<file path="config.mk">
export PLATFORM = sky130hd
export DESIGN_NAME = sa2_cache
export DESIGN_NICKNAME = d
export VERILOG_FILES = /design/src/rtl/sa2_cache_pkg.sv /design/src/rtl/sa2_cache_match.sv /design/src/rtl/sa2_cache_victim.sv /design/src/rtl/sa2_cache.sv
export SDC_FILE = /design/constraint.sdc
export NUM_CORES = 1
export LEC_CHECK = 0
export ABC_AREA = 1
export BUFFER_PORTS_ARGS = -buffer_cell sky130_fd_sc_hd__buf_2
export CAP_MARGIN = 10
export CORE_MARGIN = 2
export CORE_UTILIZATION = 25
export CTS_CLUSTER_SIZE = 30
export DETAILED_ROUTE_END_ITERATION = 8
export GPL_TIMING_DRIVEN = 0
export MAX_ROUTING_LAYER = met4
export SYNTH_ARGS = -nofsm -noshare
export SYNTH_HDL_FRONTEND = slang
export SYNTH_SLANG_ARGS = --single-unit
</file>
<file path="constraint.sdc">
create_clock -name clk -period 2.85 [get_ports clk]
set_input_delay 0.1425 -clock clk [delete_from_list [all_inputs] [get_ports clk]]
set_output_delay 0.1425 -clock clk [all_outputs]
set_load 0.05 [all_outputs]
</file>
<file path="src/rtl/sa2_cache_pkg.sv">
package sa2_cache_pkg;

    localparam int WAYS   = 2;
    localparam int BYTE_W = 8;

    typedef enum logic [1:0] {
        PH_IDLE  = 2'd0,
        PH_EVICT = 2'd1,
        PH_FILL  = 2'd2
    } phase_e;

endpackage

</file>
<file path="src/rtl/sa2_cache_match.sv">
module sa2_cache_match #(
    parameter int TAG_W = 8,
    parameter int WAYS  = 2,
    localparam int WAY_W = (WAYS > 1) ? $clog2(WAYS) : 1
) (
    input  logic                        clk,
    input  logic                        rst_n,
    input  logic [WAYS-1:0]             way_vld,
    input  logic [WAYS-1:0][TAG_W-1:0]  way_tag,
    input  logic [TAG_W-1:0]            look_tag,
    output logic                        hit,
    output logic [WAY_W-1:0]            hit_way
);

    logic [WAYS-1:0] eq;

    generate
        for (genvar w = 0; w < WAYS; w++) begin : g_way
            assign eq[w] = way_vld[w] && (way_tag[w] == look_tag);
        end
    endgenerate

    always_comb begin
        hit     = |eq;
        hit_way = '0;
        for (int w = 0; w < WAYS; w++) begin
            if (eq[w]) hit_way = WAY_W'(w);
        end
    end

    // a block never lives in two ways of the same set
    assert_single_match_R3: assert property (@(posedge clk) disable iff (!rst_n)
        $onehot0(eq));

endmodule

</file>
<file path="src/rtl/sa2_cache_victim.sv">
module sa2_cache_victim #(
    parameter int WAYS = 2
) (
    input  logic [WAYS-1:0] way_vld,
    input  logic            lru_way,
    output logic            victim
);

    generate
        if (WAYS == 2) begin : g_two
            always_comb begin
                if (!way_vld[0])      victim = 1'b0;
                else if (!way_vld[1]) victim = 1'b1;
                else                  victim = lru_way;
            end
        end else begin : g_other
            assign victim = lru_way;
        end
    endgenerate

endmodule

</file>
<file path="src/rtl/sa2_cache.sv">
module sa2_cache #(
    parameter int ADDR_W    = 12,
    parameter int NUM_SETS  = 4,
    parameter int BLK_BYTES = 4,
    localparam int OFF_W = $clog2(BLK_BYTES),
    localparam int IDX_W = $clog2(NUM_SETS),
    localparam int TAG_W = ADDR_W - IDX_W - OFF_W,
    localparam int BLK_W = BLK_BYTES * 8
) (
    input  logic              clk,
    input  logic              rst_n,
    input  logic              req_valid,
    output logic              req_ready,
    input  logic              req_write,
    input  logic [ADDR_W-1:0] req_addr,
    input  logic [7:0]        req_wdata,
    output logic              rsp_valid,
    output logic [7:0]        rsp_rdata,
    output logic              mem_valid,
    input  logic              mem_ready,
    output logic              mem_write,
    output logic [ADDR_W-1:0] mem_addr,
    output logic [BLK_W-1:0]  mem_wdata,
    input  logic [BLK_W-1:0]  mem_rdata
);
    import sa2_cache_pkg::*;

    typedef struct packed {
        phase_e                                   phase;
        logic [NUM_SETS-1:0][WAYS-1:0]            vld;
        logic [NUM_SETS-1:0][WAYS-1:0]            dty;
        logic [NUM_SETS-1:0][WAYS-1:0][TAG_W-1:0] tag;
        logic [NUM_SETS-1:0][WAYS-1:0][BLK_W-1:0] dat;
        logic [NUM_SETS-1:0]                      lru;
        logic                                     p_wr;
        logic [ADDR_W-1:0]                        p_addr;
        logic [7:0]                               p_wdata;
        logic                                     p_way;
        logic                                     rsp_vld;
        logic [7:0]                               rsp_byte;
    } state_t;

    state_t st_d, st_q;

    function automatic logic [BLK_W-1:0] put_byte(input logic [BLK_W-1:0] blk,
                                                  input logic [OFF_W-1:0] off,
                                                  input logic [7:0]       b);
        put_byte = blk;
        for (int i = 0; i < BLK_BYTES; i++)
            if (off == OFF_W'(i)) put_byte[i*8 +: 8] = b;
    endfunction

    function automatic logic [7:0] get_byte(input logic [BLK_W-1:0] blk,
                                            input logic [OFF_W-1:0] off);
        get_byte = '0;
        for (int i = 0; i < BLK_BYTES; i++)
            if (off == OFF_W'(i)) get_byte = blk[i*8 +: 8];
    endfunction

    // request address fields
    logic [OFF_W-1:0] a_off;
    logic [IDX_W-1:0] a_idx;
    logic [TAG_W-1:0] a_tag;
    assign a_off = req_addr[OFF_W-1:0];
    assign a_idx = req_addr[OFF_W +: IDX_W];
    assign a_tag = req_addr[ADDR_W-1 -: TAG_W];

    // pending miss fields
    logic [OFF_W-1:0] p_off;
    logic [IDX_W-1:0] p_idx;
    logic [TAG_W-1:0] p_tag;
    assign p_off = st_q.p_addr[OFF_W-1:0];
    assign p_idx = st_q.p_addr[OFF_W +: IDX_W];
    assign p_tag = st_q.p_addr[ADDR_W-1 -: TAG_W];

    logic hit, hit_way, victim;

    sa2_cache_match #(.TAG_W(TAG_W), .WAYS(WAYS)) u_match (
        .clk      (clk),
        .rst_n    (rst_n),
        .way_vld  (st_q.vld[a_idx]),
        .way_tag  (st_q.tag[a_idx]),
        .look_tag (a_tag),
        .hit      (hit),
        .hit_way  (hit_way)
    );

    sa2_cache_victim #(.WAYS(WAYS)) u_victim (
        .way_vld (st_q.vld[a_idx]),
        .lru_way (st_q.lru[a_idx]),
        .victim  (victim)
    );

    always_comb begin
        logic [BLK_W-1:0] blk;
        st_d         = st_q;
        st_d.rsp_vld = 1'b0;
        blk          = '0;
        unique case (st_q.phase)
            PH_IDLE: begin
                if (req_valid) begin
                    st_d.p_wr    = req_write;
                    st_d.p_addr  = req_addr;
                    st_d.p_wdata = req_wdata;
                    if (hit) begin
                        blk = st_q.dat[a_idx][hit_way];
                        if (req_write) begin
                            st_d.dat[a_idx][hit_way] = put_byte(blk, a_off, req_wdata);
                            st_d.dty[a_idx][hit_way] = 1'b1;
                            st_d.rsp_byte            = req_wdata;
                        end else begin
                            st_d.rsp_byte = get_byte(blk, a_off);
                        end
                        st_d.lru[a_idx] = ~hit_way;
                        st_d.rsp_vld    = 1'b1;
                    end else begin
                        st_d.p_way = victim;
                        st_d.phase = (st_q.vld[a_idx][victim] && st_q.dty[a_idx][victim])
                                     ? PH_EVICT : PH_FILL;
                    end
                end
            end
            PH_EVICT: begin
                if (mem_ready) st_d.phase = PH_FILL;
            end
            PH_FILL: begin
                if (mem_ready) begin
                    blk = mem_rdata;
                    if (st_q.p_wr) begin
                        blk           = put_byte(blk, p_off, st_q.p_wdata);
                        st_d.rsp_byte = st_q.p_wdata;
                    end else begin
                        st_d.rsp_byte = get_byte(blk, p_off);
                    end
                    st_d.dat[p_idx][st_q.p_way] = blk;
                    st_d.tag[p_idx][st_q.p_way] = p_tag;
                    st_d.vld[p_idx][st_q.p_way] = 1'b1;
                    st_d.dty[p_idx][st_q.p_way] = st_q.p_wr;
                    st_d.lru[p_idx]             = ~st_q.p_way;
                    st_d.rsp_vld                = 1'b1;
                    st_d.phase                  = PH_IDLE;
                end
            end
            default: st_d.phase = PH_IDLE;
        endcase
    end

    always_ff @(posedge clk) begin
        if (!rst_n) st_q <= '0;
        else        st_q <= st_d;
    end

    assign req_ready = (st_q.phase == PH_IDLE);
    assign rsp_valid = st_q.rsp_vld;
    assign rsp_rdata = st_q.rsp_byte;
    assign mem_valid = (st_q.phase != PH_IDLE);
    assign mem_write = (st_q.phase == PH_EVICT);
    assign mem_addr  = (st_q.phase == PH_EVICT)
                       ? {st_q.tag[p_idx][st_q.p_way], p_idx, {OFF_W{1'b0}}}
                       : {p_tag, p_idx, {OFF_W{1'b0}}};
    assign mem_wdata = st_q.dat[p_idx][st_q.p_way];

    // a hit answers on the next cycle with no memory traffic
    assert_hit_reply_R2: assert property (@(posedge clk) disable iff (!rst_n)
        (req_valid && req_ready && hit) |=> (rsp_valid && !mem_valid));

    // a completed write-back is followed by the block read
    assert_evict_then_fill_R6: assert property (@(posedge clk) disable iff (!rst_n)
        (mem_valid && mem_ready && mem_write) |=> (mem_valid && !mem_write));

    // a completed fill finishes the access on the next cycle
    assert_fill_reply_R7: assert property (@(posedge clk) disable iff (!rst_n)
        (mem_valid && mem_ready && !mem_write) |=> (rsp_valid && req_ready));

    // a waiting memory request is held and the processor is stalled
    assert_hold_busy_R10: assert property (@(posedge clk) disable iff (!rst_n)
        (mem_valid && !mem_ready) |=> (mem_valid && $stable(mem_addr)
                                       && $stable(mem_write) && !req_ready));

endmodule

</file>
# Yosys cells after proc, flatten, opt, wreduce, memory -nomap -nowiden

Cells that the tools add are included.

Word-level logic and storage cells: 194
Register bits after elaboration: 373
Input bits: 57
Output and inout port bits: 56

Bitwise gates (word level): 5
Magnitude comparators: 9
Multiplexer cells: 113
Eq/ne operators: 16
Reductions and logical operators: 19

Operator list:

| kind                                       | number |
|---|---|
| 260-bit one-hot mux with 2 select lines    | 1 |
| 256-bit bitwise mux                        | 2 |
| 342-bit two-way mux                        | 1 |
| 8-bit two-way mux                          | 40 |
| 291-bit two-way mux                        | 1 |
| 32-bit two-way mux                         | 9 |
| 260-bit two-way mux                        | 1 |
| 64-bit binary-select mux with 2-bit select | 2 |
| 64-bit demux with 2-bit select             | 2 |
| 256-bit two-way mux                        | 1 |
| 64-bit two-way mux                         | 4 |
| 16-bit binary-select mux with 2-bit select | 2 |
| 64-bit bitwise mux                         | 1 |
| 32-bit demux with 1-bit select             | 2 |
| 16-bit two-way mux                         | 3 |
| 16-bit demux with 2-bit select             | 1 |
| 9-bit two-way mux                          | 2 |
| 9-bit one-hot mux with 2 select lines      | 1 |
| 8-bit equality test                        | 2 |
| 2-bit two-way mux                          | 8 |
| 8-bit OR                                   | 2 |
| 8-bit one-hot mux with 2 select lines      | 1 |
| 1-bit two-way mux                          | 13 |
| 12-bit two-way mux                         | 1 |
| other kinds (26)                           | 59 |

# Longest topological paths before layout

Depth in word-level cells: 17
Gate-level depth with buffers: 21
Gate-level depth less buffers: 19

# By module

Synthesis repeated with hierarchy kept, for this count alone.

Cells, all modules: 3616
Area, all modules: 22607.9 um^2

By module, submodules not included:

| module           | area an instance (um^2) | instances | cells an instance |
|---|---|---|---|
| sa2_cache        | 22262.6                 | 1         | 3538 |
| sa2_cache_match  | 329.1                   | 1         | 75 |
| sa2_cache_victim | 16.3                    | 1         | 3 |

# Worst setup path before layout

Ideal clock, no wire load.

Kind: flip-flop to flip-flop
From: register st_q[372] (netlist name)
To: register st_q[142] (netlist name)
Path slack: -137 ps
Stages on the path, launching flop included: 13
Library setup time: 116 ps
Path buffers: 2
Data arrival time: 2871 ps
Cells stage by stage: dfxtp_1 -> nor2_1 -> inv_1 -> nor2_1 -> inv_1 -> nand2_1 -> nand3_4 -> buf_8 -> nor2_4 -> inv_2 -> buf_6 -> nor2_1 -> nor2_1

Longest elaborated chain between the ends: 3
Elaborated cells on any way between the ends: 9
Those cells by class: eq/ne: 5; mux: 1; reduce/logical: 3

Ends and longest elaborated chain:

| element                                                                           | line             | source |
|---|---|---|
| start, declared                                                                   | sa2_cache.sv:43  | `state_t st_d, st_q;` |
| start signal, assigned                                                            | sa2_cache.sv:150 | `else st_q <= st_d;` |
| 2-bit logical NOT (*)                                                             | n/a              |  |
| via req_ready                                                                     | sa2_cache.sv:13  | `output logic req_ready,` |
| 2-bit by 1-bit != test with 1-bit output (no source line) (tied with other cells) | n/a              |  |
| 5-bit AND reduction (no source line)                                              | n/a              |  |

Mark *: on every way through the listed nets, which the timed path passes. The rest lies on a longest branch.
A chain may end at the register's enable or synchronous reset.

# Final worst setup path

From: input req_addr[2]
To: register st_q (netlist bit rsp_rdata[3])

Longest elaborated chain between the ends: 15
Elaborated cells on any way between the ends: 24
Those cells by class: eq/ne: 3; mux: 17; reduce/logical: 4

Ends and longest elaborated chain:

| element                                                | line                  | source |
|---|---|---|
| start, declared                                        | sa2_cache.sv:15       | `input logic [ADDR_W-1:0] req_addr,` |
| 16-bit binary-select mux with 2-bit select             | sa2_cache.sv:82       | `.way_tag (st_q.tag[a_idx]),` |
| 16-bit two-way mux (not written as such)               | sa2_cache.sv:82       |  |
| 8-bit equality test                                    | sa2_cache_match.sv:19 | `assign eq[w] = way_vld[w] && (way_tag[w] == look_tag);` |
| 1-bit logical AND                                      | sa2_cache_match.sv:19 |  |
| 1-bit two-way mux                                      | sa2_cache_match.sv:27 | `if (eq[w]) hit_way = WAY_W'(w);` |
| 32-bit two-way mux (not written as such) (2 in series) | sa2_cache.sv:106      | `blk = st_q.dat[a_idx][hit_way];` |
| 8-bit two-way mux (4 in series)                        | sa2_cache.sv:57       | `if (off == OFF_W'(i)) get_byte = blk[i*8 +: 8];` |
| 8-bit two-way mux                                      | sa2_cache.sv:107      | `if (req_write) begin` |
| 9-bit two-way mux                                      | sa2_cache.sv:105      | `if (hit) begin` |
| 291-bit two-way mux                                    | sa2_cache.sv:101      | `if (req_valid) begin` |
| 9-bit one-hot mux with 2 select lines                  | sa2_cache.sv:99       | `unique case (st_q.phase)` |

Several ways; a longest one is shown, not always the timed one. The select of a mux whose other input is x is not followed.

==> results.yml <==
global_route:
  grt_util_met3_pct: 8.62
  grt_pass1_vias: 26642
  grt_pass1_wl_um: 197000
  track_usage_pct: 30.4
  overflow: 0
  met2_usage_pct: 42.5
  grtUsageMet1_pct: 37.3
  grt_max_degree: 13
  busiest_layer: "met2"
  antenna_found_initial: 8
synth:
  synth_most_common_cell: "nor2_1"
  synthCells: 3587
  synth_top_cells_by_area: "dfxtp_1 33%, nor2_1 13%, o21ai_0 12%"
  synth_commonest_cells: "779 x nor2_1, 529 x o21ai_0, 476 x nand2_1"
  syn_avg_cell_area_um2: 6.28
  synth_top_flop_cell: "dfxtp_1"
  synth-edff-count: 0
  yosys_warnings: 0
  netlist_area_um2: 22500
  async_flop_share_pct: 0
  synth_top_cell_by_area: "dfxtp_1"
  synth_cell_types: 46
  ys_seq_area_share_pct: 33.1
  yosys_register_bits: 373
  yosys.area.top_type_share_pct: 33.1
routing:
  post_drt_via_cell_ratio: 5.89
  wl_per_cell_um: 28.6
  routed_wl_um: 143000
  route.detailed.drc: 0
  dr.pass1.iters: 9
  drt_iter0_drc: 4996
  num_vias: 29509
  antenna_left: 0
clock_tree:
  cts_tree: "yes"
  cts_buffers: 46
  root_buffer: "clkbuf_16"
  clock_path_buffers: 3
  clk_latency_ps: 640
  cts.sinks: 373
  clkTransAtPathRegs_ps: 60
  htree_num_levels: 2
worst_setup_path:
  cp_data_required_time_ps: 3390
  r2r_end: "st_q[128]$_SDFFE_PN0P_"
  ff2ff_setup_slack_ps: -30
  startpoint: "req_addr[2]"
  r2r-start: "p_idx[0]$_SDFFE_PN0P_"
  cp.arrival_ps: 3500
  timing_worst_setup_path_type: "in -> reg"
  cp_max_fo: 10
  critPathLaunchType: "input port"
  r2r_cells: 9
  endpoint_kind: "register"
timing:
  worst_slack_ps: -107
  relSlewSlack_pct: 7.89
  setup_tns_ps: -526
  rsz0062_at_grt: "true"
  fmax_mhz: 338
  min_period_over_period_pct: 104
  worstMarginPinSlew_ps: 1380
  hold_slack_ps: 15.6
  hold_violations: 0
  setup-violations-final: 13
  drv_slew: 0
  fin_crit_ps: 2960
  clock_skew_ps: 46.0
status:
  violations: "setup timing"
  status: "finished with violations"
floorplanning:
  dieArea_um2: 92600
  pin_count: 113
  core_area_um2: 89700
  die_w_um: 304
  die_h_um: 304
  num_rows: 110
  start_util_pct: 25.1
final_layout:
  layout.nets: 3846
  layout-drive-gt1-share_pct: 12.9
  syn_to_final_growth_pct: 21.7
power_and_ir_drop:
  p_leak_nw: 11.4
  ir_drop_mv: 0.411
  power_density_nw_per_um2: 569
min_path:
  hold_end: "rsp_rdata[0]$_SDFFE_PN0P_"
  min_path_cells: 5
  hp-start: "mem_rdata[24]"
  hold_path.class: "in -> reg"
run:
  maxCapViolCount: 0
placed_design:
  io_buffers: 107
  pre_cts_ws_ps: -1490
  place_hpwl_um: 101000
  routabilityCongestion: 1.07
[area by class of cell]
type                    count  area (um2)
diodes                      6        15.0
plain buffers             270        1580
clock buffers              72        1440
clock inverters            12         126
fillers                 10046       62300
inverters                 160         622
multi-input cells        2781       13500
flip-flops and latches    373        7470
well taps                1176        1470
repair buffers            157        1150
[critical path, cell delays in order]
cell and delay [ps]:
buf_2 130, buf_6 160, nand2_1 180, buf_2 450
buf_1 930, o22ai_1 170, nor2_1 230, nand3_1 130
nand3_1 170, nand2_1 150, o21ai_1 290, nand2_1 160
a21oi_1 170
[cells by family after synthesis]
family          count (synthesis)  synth area share [%]
compound gates               1080                  26.7
buf+inv                       434                  8.39
other cells                     1                0.0166
xor+xnor                        2                0.0777
simple gates                 1697                  31.7
flops                         373                  33.1
[per-stage QoR]
| step | power (mW) | area [um2] | utilization [%] | cells |
|---|---|---|---|---|
| 6_report | 15.6 | 27400 | 30.6 | 5007 |
| 5_1_grt | 15.9 | 27400 | 30.6 | 5006 |
| 4_1_cts | 15.3 | 27000 | 30.1 | 4987 |
| 3_5_place_dp | 8.96 | 24600 | 27.5 | 4882 |
| 3_3_place_gp | 8.94 | 24600 | 27.4 | 4871 |
| 2_1_floorplan | 7.53 | 22500 | - | 3588 |
[metal layers]
| metal | vias to the layer above | part of all wire (%) |
|---|---|---|
| met5 | - | 0 |
| met4 | 0 | 8.3 |
| met3 | 610 | 14 |
| met2 | 2357 | 41 |
| met1 | 13831 | 38 |
| li1 | 12711 | - |
[worst max-delay path by stage]
stage,endpoint,slack (ps),depth (start not counted)
after floorplan,st_q[142]$_SDFFE_PN0P_,230,12
after global placement,rsp_rdata[5]$_SDFFE_PN0P_,-1500,14
after detailed placement,rsp_rdata[5]$_SDFFE_PN0P_,-1490,14
after CTS,st_q[233]$_SDFFE_PN0P_,-10,10
after global routing,mem_wdata[7],-20,8
final,rsp_rdata[3]$_SDFFE_PN0P_,-110,13
[flip-flops by register name (all words and copies together), names as in the netlist]
register / count
rsp_rdata: 8
rsp_valid: 1
p_off: 2
p_idx: 2
st_q: 352
p_tag: 8
[report_power, final]
group | leakage, nW | internal [mW] | switching (mW)
clock | 0.770 | 3.65 | 2.67
sequential | 3.03 | 5.46 | 0.219
combinational | 7.61 | 0.874 | 2.73
[cells in the final DEF (no fill, tap or decap), types with 51 or more instances in the layout]
master / instances
o22ai_1: 124
a21oi_1: 102
inv_1: 134
nor2_1: 770
buf_4: 92
o21ai_0: 498
buf_2: 124
clkbuf_1: 106
dfxtp_1: 371
o21ai_1: 189
a22oi_1: 51
nand3_1: 367
nand2_1: 470
[repair_timing]
action,CTS,global route
hold buffers,12,0
endpoints found under the setup margin,323,289
pin swaps,6,8
cloned,0,0
buffers inserted,11,14
hold endpoints to repair,13,0
resized for setup,208,111
Note: power is estimated with default switching activity, not from simulation.
